<file path="config.mk">
export PLATFORM = sky130hd
export DESIGN_NAME = dma_engine
export DESIGN_NICKNAME = d
export VERILOG_FILES = /design/src/rtl/dma_engine.sv
export SDC_FILE = /design/constraint.sdc
export NUM_CORES = 1
export LEC_CHECK = 0
export BUFFER_PORTS_ARGS = -buffer_cell sky130_fd_sc_hd__buf_2
export CAP_MARGIN = 5
export CORE_ASPECT_RATIO = 1.1
export CORE_MARGIN = 2
export CORE_UTILIZATION = 45
export DETAILED_ROUTE_END_ITERATION = 10
export GPL_ROUTABILITY_DRIVEN = 1
export HOLD_SLACK_MARGIN = 0.03
export PLACE_DENSITY_LB_ADDON = 0.1
export SYNTH_ARGS = -nofsm -noshare
export SYNTH_HDL_FRONTEND = slang
export SYNTH_SLANG_ARGS = --single-unit
</file>
<file path="constraint.sdc">
create_clock -name clk -period 3.4 [get_ports clk]
set_input_delay 0.34 -clock clk [delete_from_list [all_inputs] [get_ports clk]]
set_output_delay 0.34 -clock clk [all_outputs]
set_load 0.02 [all_outputs]
</file>
<file path="src/rtl/dma_engine.sv">
module dma_engine #(
  parameter int NUM_W = 24,
  parameter int NIRQ  = 16
)(
  input  logic            clk,
  input  logic            rst_n,
  input  logic            cfg_sel,
  input  logic            cfg_we,
  input  logic [3:2]      cfg_addr,
  input  logic [31:0]     cfg_wdata,
  output logic [31:0]     cfg_rdata,
  output logic            m_req,
  output logic            m_we,
  output logic [31:0]     m_addr,
  output logic [31:0]     m_wdata,
  output logic [3:0]      m_be,
  input  logic [31:0]     m_rdata,
  input  logic            m_ack,
  input  logic            m_err,
  input  logic [NIRQ-1:0] irq_i,
  output logic            fence_o
);
  localparam logic [31:0] TT_MASK = 32'hF800_0000 | 32'((64'd1 << NUM_W) - 1);

  typedef enum logic [1:0] {S_IDLE, S_RD, S_WR} st_t;
  st_t st_q;

  logic en_q, auto_q, fen_q, done_q, err_rd_q, err_wr_q;
  logic [NIRQ-1:0] mask_q, irq_q;
  logic [31:0] src_q, dst_q, ttype_q, data_q;
  logic [NUM_W-1:0] cnt_q;

  logic busy, wr_ctrl, wr_src, wr_dst, wr_type, start;
  logic [31:0] ttype_eff, conv;
  logic [7:0] rd_byte;
  logic [1:0] qsel;
  logic [2:0] rstep, wstep;

  assign busy    = st_q != S_IDLE;
  assign wr_ctrl = cfg_sel && cfg_we && cfg_addr == 2'd0;
  assign wr_src  = cfg_sel && cfg_we && cfg_addr == 2'd1 && !busy;
  assign wr_dst  = cfg_sel && cfg_we && cfg_addr == 2'd2 && !busy;
  assign wr_type = cfg_sel && cfg_we && cfg_addr == 2'd3 && !busy;

  assign ttype_eff = wr_type ? cfg_wdata : ttype_q;
  assign start = en_q && !busy &&
                 ((!auto_q && wr_type) || (auto_q && |(irq_i & ~irq_q & mask_q)));

  assign qsel  = ttype_q[28:27];
  assign rstep = (qsel == 2'b11) ? 3'd4 : 3'd1;
  assign wstep = (qsel == 2'b00) ? 3'd1 : 3'd4;

  assign rd_byte = m_rdata[8*src_q[1:0] +: 8];

  always_comb begin
    case (qsel)
      2'b10:   conv = {{24{rd_byte[7]}}, rd_byte};
      2'b11:   conv = m_rdata;
      default: conv = {24'd0, rd_byte};
    endcase
    if (ttype_q[31] && qsel != 2'b00)
      conv = {conv[7:0], conv[15:8], conv[23:16], conv[31:24]};
  end

  assign m_req   = busy;
  assign m_we    = st_q == S_WR;
  assign m_addr  = m_we ? dst_q : src_q;
  assign m_wdata = (qsel == 2'b00) ? {4{data_q[7:0]}} : data_q;
  assign m_be    = (qsel == 2'b00) ? (4'b0001 << dst_q[1:0]) : 4'b1111;

  always_comb begin
    case (cfg_addr)
      2'd0: cfg_rdata = {16'(mask_q), 4'd0, done_q, busy, err_wr_q, err_rd_q,
                         5'd0, fen_q, auto_q, en_q};
      2'd1: cfg_rdata = src_q;
      2'd2: cfg_rdata = dst_q;
      default: cfg_rdata = ttype_q & TT_MASK;
    endcase
  end

  always_ff @(posedge clk) begin
    if (!rst_n) begin
      st_q <= S_IDLE;
      en_q <= 1'b0; auto_q <= 1'b0; fen_q <= 1'b0;
      done_q <= 1'b0; err_rd_q <= 1'b0; err_wr_q <= 1'b0;
      mask_q <= '0; irq_q <= '0;
      src_q <= '0; dst_q <= '0; ttype_q <= '0; data_q <= '0;
      cnt_q <= '0; fence_o <= 1'b0;
    end else begin
      irq_q   <= irq_i;
      fence_o <= 1'b0;
      if (wr_ctrl) begin
        en_q   <= cfg_wdata[0];
        auto_q <= cfg_wdata[1];
        fen_q  <= cfg_wdata[2];
        mask_q <= cfg_wdata[16 +: NIRQ];
        if (!cfg_wdata[11]) begin
          done_q <= 1'b0; err_rd_q <= 1'b0; err_wr_q <= 1'b0;
        end
      end
      if (wr_src)  src_q   <= cfg_wdata;
      if (wr_dst)  dst_q   <= cfg_wdata;
      if (wr_type) ttype_q <= cfg_wdata;

      case (st_q)
        S_IDLE: if (start) begin
          err_rd_q <= 1'b0;
          err_wr_q <= 1'b0;
          if (ttype_eff[NUM_W-1:0] == '0) begin
            done_q <= 1'b1;
          end else begin
            done_q <= 1'b0;
            cnt_q  <= ttype_eff[NUM_W-1:0];
            st_q   <= S_RD;
          end
        end
        S_RD: if (m_ack) begin
          data_q <= conv;
          if (ttype_q[29]) src_q <= src_q + 32'(rstep);
          st_q <= S_WR;
        end else if (m_err) begin
          err_rd_q <= 1'b1;
          done_q   <= 1'b1;
          st_q     <= S_IDLE;
        end
        S_WR: if (m_ack) begin
          if (ttype_q[30]) dst_q <= dst_q + 32'(wstep);
          cnt_q <= cnt_q - 1'b1;
          if (cnt_q == NUM_W'(1)) begin
            st_q    <= S_IDLE;
            done_q  <= 1'b1;
            fence_o <= fen_q;
          end else begin
            st_q <= S_RD;
          end
        end else if (m_err) begin
          err_wr_q <= 1'b1;
          done_q   <= 1'b1;
          st_q     <= S_IDLE;
        end
        default: st_q <= S_IDLE;
      endcase

      if (wr_ctrl && !cfg_wdata[0]) st_q <= S_IDLE;
    end
  end
endmodule

</file>
**Word level (Yosys, flattened, before mapping)**

Cells that the tools add are included.

- Register bits: 193
- Input port bits: 88
- Output and inout bits: 103
- Logic and storage cells: 116

- Add/sub/neg operators: 3
- Eq/ne operators: 11
- Shift-type cells: 2
- Muxes and demuxes: 49
- Bitwise operators: 4
- Reduce and logical (&&, ||, !) cells: 31

Operators by type and width:

| kind | number |
|---|---|
| two-way mux 32 bit | 11 |
| two-way mux 24 bit | 4 |
| one-hot mux 32 bit (3 select lines) | 1 |
| adder 32 x 3 -> 32 bit | 2 |
| one-hot mux 32 bit (2 select lines) | 1 |
| one-hot mux 24 bit (2 select lines) | 1 |
| bitwise AND 16 bit | 2 |
| indexed part select 32 x 6 -> 8 bit | 1 |
| == test 24 x 1 -> 1 bit (second input constant) | 1 |
| zero test 24 bit | 1 |
| subtractor 24 x 1 -> 24 bit (second input constant) | 1 |
| two-way mux 1 bit | 19 |
| inverter 16 bit | 1 |
| OR reduction 16 bit | 1 |
| logical AND 1 bit | 14 |
| == test 2 bit (second input constant) | 5 |
| two-way mux 2 bit | 5 |
| AND reduction 4 bit | 2 |
| zero test 2 bit | 3 |
| two-way mux 3 bit | 2 |
| one-hot mux 2 bit (3 select lines) | 1 |
| nonzero test 2 bit | 3 |
| == test 2 x 1 -> 1 bit (second input constant) | 2 |
| two-way mux 4 bit | 1 |
| 10 further kinds | 15 |

**Depth between registers and ports, before layout**

- Word-level depth: 9
- Gate-level depth with buffers: 13
- Gate-level depth less buffers: 10

**Least setup slack after synthesis**

OpenSTA, ideal clock, no wires.

- Path type: register to register
- From: reg ttype_q[27]
- To: reg dst_q[22]
- Library setup time: 0.132 ns
- Arrival time: 2.971 ns
- Required time: 3.268 ns
- Slack: 0.297 ns
- Stages on the path, launching flop included: 14
- Path buffers: 3
- Clock period less this slack: 3.103 ns
- Path through: dfxtp_1 > or2_2 > clkbuf_1 > inv_1 > clkbuf_1 > ha_1 > ha_1 > a21oi_1 > nor4b_2 > and3_1 > clkbuf_1 > a21oi_1 > o21ai_0 > a31oi_1

- Word-level cells in the longest chain between the ends: 6

RTL lines:

| element | line | source |
|---|---|---|
| from (decl) | 30 | `logic [31:0] src_q, dst_q, ttype_q, data_q;` |
| from (signal assigned) | 103 | `if (wr_type) ttype_q <= cfg_wdata;` |
| zero test 2 bit | 51 | `assign wstep = (qsel == 2'b00) ? 3'd1 : 3'd4;` |
| two-way mux 3 bit | 51 |  |
| adder 32 x 3 -> 32 bit | 127 | `if (ttype_q[30]) dst_q <= dst_q + 32'(wstep);` |
| two-way mux 32 bit | 127 |  |
| two-way mux 32 bit | 126 | `S_WR: if (m_ack) begin` |
| two-way mux 32 bit | 105 | `case (st_q)` |
| to (signal assigned) | 102 | `if (wr_dst) dst_q <= cfg_wdata;` |
| to (signal assigned) | 127 |  |
| to (decl) | 30 |  |

Every way passes these cells.
A chain may end at the register's enable or synchronous reset.

**Worst setup path after layout**

- From: reg ttype_q[28]
- To: reg src_q[25]

- Word-level cells in the longest chain between the ends: 6

RTL lines:

| element | line | source |
|---|---|---|
| == test 2 bit | 50 | `assign rstep = (qsel == 2'b11) ? 3'd4 : 3'd1;` |
| two-way mux 3 bit | 50 |  |
| adder 32 x 3 -> 32 bit | 119 | `if (ttype_q[29]) src_q <= src_q + 32'(rstep);` |
| two-way mux 32 bit | 119 |  |
| two-way mux 32 bit | 117 | `S_RD: if (m_ack) begin` |
| two-way mux 32 bit | 105 |  |
| to (signal assigned) | 101 | `if (wr_src) src_q <= cfg_wdata;` |
| to (signal assigned) | 119 |  |
| to (decl) | 30 |  |

Every way passes these cells.

==> summary.txt <==
Worst setup path
  – CP Class: flop to flop
  – Worst Setup End Kind: flop
  – Critical path endpoint: src_q[25]$_SDFF_PN0_
  – Worst R2R Setup Slack: 0.47 ns
  – Critical path arrival: 3.28 ns
  – Req. time, crit path: 3.75 ns
  – CP startpoint: ttype_q[28]$_SDFFE_PN0P_
  – Worst R2R Path Depth: 9
  – CP max FO: 10
  – Worst setup SP type: flop
  – R2R Path End: src_q[25]$_SDFF_PN0_
  – Reg2reg start: ttype_q[28]$_SDFFE_PN0P_

Yosys
  – Post-synthesis sequential area ratio: 0.339
  – Yosys warns: 0
  – Post-Synthesis Cells: 1,475
  – Synth area leaders: dfxtp_1, nand2_1, a21oi_1
  – Post-Syn Nets: 1,571
  – Commonest cells in the netlist: nand2_1, dfxtp_1, a21oi_1, nor2_1
  – Most frequent cell after synthesis: nand2_1
  – #FFs+latches synth: 190
  – Post-Synthesis Cell Area: 11,200 µm²
  – Netlist cell types: 74
  – Syn_area_per_cell: 7.61 µm²
  – Yosys top cell by area: dfxtp_1
  – Post-synth ARST share: 0
  – Most used DFF post-synth: dfxtp_1
  – Post-synth top area share: 0.339
  – EDFF count, synth: 0

Global route
  – Number of global-route vias before repair: 11,200
  – Initial antenna violation count: 0
  – Grt ovf: 0
  – Largest net degree at the start of global routing: 58
  – Wire length of the first global-routing pass: 66,900 µm
  – GR Util All Layers: 0.336

Place
  – Port Buf Inserts: 190
  – DP HPWL: 33,400 µm
  – Dpl ws: 0.529 ns
  – GPL Wtd Cong: 0.969

Detailed routing
  – DRC violation count after routing: 0
  – Initial DRC Count: 1,278
  – Vias per Instance: 6.30
  – Pre-antenna DRT Iters: 8
  – Post-DRT Antenna Nets: 0
  – Drt total wl: 44,800 µm
  – Routed wire length per instance: 23.3 µm
  – Vias: 12,100

Min path
  – Hold Path Class: input pin to flop

CTS
  – Reg clk slew, reported paths: 0.08 ns
  – Level count of the clock H-tree: 4
  – CTS max path bufs: 2
  – CTS Hold Bufs: 0
  – CTS buffer count: 17
  – CTS tree: done
  – Clock root buffer: clkbuf_16
  – CTS sink count: 190
  – Post-CTS Resized: 0
  – Setup Buffers After CTS: 0
  – Worst-skew pair later-pin latency: 0.46 ns

Floorplanning
  – Die width: 155 µm
  – Die Ht: 170 µm
  – # rows: 60
  – Die area: 26,200 µm²
  – Area of the core: 24,500 µm²
  – IO Count: 191
  – Initial Utilization: 0.459

Final layout
  – N_diodes: 0
  – Fillers: 2,470
  – Layout cells sized above 1: 0.212
  – Area Growth Syn to Fin: 15.1%
  – Final Util: 0.528
  – Nets: 1,695

Run
  – Max cap viols: 0

STA
  – Tmin final: 2.93 ns
  – Skew final: 0.0128 ns
  – Slew margin rel.: 0.262
  – Slew @ Worst Pin: 1.10 ns
  – Setup repair after global routing missed its margin: false
  – Hold Fails Final Rpt: 0
  – Final worst slack: 0.470 ns
  – Slew Limit Fails: 0
  – Final-report setup violation count: 0
  – Highest Clock Rate: 341 MHz
  – Fin crit share: 0.862
  – Setup_tns: 0 ns

Power
  – Worst vdd ir: 0.340 mV
  – Pwr dens: 371 nW/µm²
  – Pleak: 5.23 nW

Status
  – Outcome: finished, final reports clean
## how the worst min path moves through the flow
stage,start,endpoint,slack (ns),depth (start not counted)
floorplan,data_q[24]$_SDFFE_PN0P_,data_q[24]$_SDFFE_PN0P_,0.43,2
global placement,data_q[26]$_SDFFE_PN0P_,data_q[26]$_SDFFE_PN0P_,0.44,2
detailed placement,data_q[30]$_SDFFE_PN0P_,data_q[30]$_SDFFE_PN0P_,0.44,2
CTS,irq_i[12],irq_q[12]$_SDFF_PN0_,0.1,2
global route,irq_i[14],irq_q[14]$_SDFF_PN0_,0.11,2
finish,irq_i[12],irq_q[12]$_SDFF_PN0_,0.10,2
## registers in the layout, summed over array words and instances, names as in the netlist
signal,flops
data_q,32
dst_q,32
src_q,32
ttype_q,29
cnt_q,24
irq_q,16
mask_q,16
st_q,2
auto_q,1
done_q,1
en_q,1
err_rd_q,1
err_wr_q,1
fen_q,1
fence_o,1
## critical path, stage by stage (launching register included)
cell     delay [ns]
dfxtp_1        0.38
nand2_1        0.33
inv_1          0.12
ha_1           0.38
a31o_2         0.22
nand3_1        0.28
nor4_4         0.45
and3_4         0.30
a31oi_1        0.09
o31a_1         0.28
## layout by cell type (no fill, tap or decap), types with 8 or more instances in the layout
master,Yosys,final
a21oi_1,128,128
or3_1,14,14
a211oi_1,10,10
o21ai_0,93,93
o22ai_1,13,13
and4_1,11,11
nand3_1,26,26
mux2i_1,30,30
nand2_1,303,303
buf_2,11,190
a22oi_1,12,12
and3_1,13,13
nor3_1,35,34
nand3b_1,18,18
nor2_1,128,127
clkbuf_16,0,17
buf_4,11,38
a221oi_1,11,11
mux4_2,21,21
ha_1,8,8
dfxtp_1,190,190
nor4_1,22,22
a311oi_1,9,9
mux2_2,38,38
inv_1,13,12
and2_1,28,28
a22o_1,9,9
a31oi_1,34,34
nor2b_1,11,11
o211ai_1,13,13
nand4_1,17,17
## power breakdown
part           total (W)  internal, W  switching, W
logic           0.000476     0.000175      0.000301
registers        0.00232      0.00226     0.0000567
clock network    0.00200     0.000976       0.00102
total            0.00479      0.00341       0.00138
## cells by family after synthesis
logic type / synth area share
XOR/XNOR: 0.00156
AND/OR/NAND/NOR: 0.277
multiplexers: 0.107
buffers and inverters: 0.0522
flip-flops: 0.339
AO/OA/AOI/OAI: 0.214
adder cells (fa/ha/maj): 0.00892
## per-stage QoR
stage | instances | power (W) | cell area (µm²) | hold slack [ns]
detailed placement | 1890 | 0.00284 | 12400 | 0.444
global placement | 1890 | 0.00284 | 12400 | 0.440
CTS | 1922 | 0.00481 | 12900 | 0.0998
global route | 1922 | 0.00495 | 12900 | 0.106
finish | 1922 | 0.00479 | 12900 | 0.101
floorplan | 1475 | 0.00261 | 11200 | 0.432
## metal layers
metal,up-vias,GRT usage,routed length (µm),share of wire
met1,5783,0.422,18100,0.40
met2,620,0.572,21100,0.47
met3,111,0.0501,3420,0.076
li1,5597,-,-,-
met4,0,0.154,2130,0.047
met5,-,0,0,0
## area by class of cell
class                           count  area [µm²]  share of cell area
Tap cell                          310         388              0.0300
Clock buffer                       17         425              0.0329
Multi-Input combinational cell   1146        6850               0.530
Timing Repair Buffer              229        1260              0.0972
Clock inverter                     15         144              0.0111
Sequential cell                   190        3800               0.294
Inverter                           15        57.6             0.00445
(Power assumes the default switching activity.)
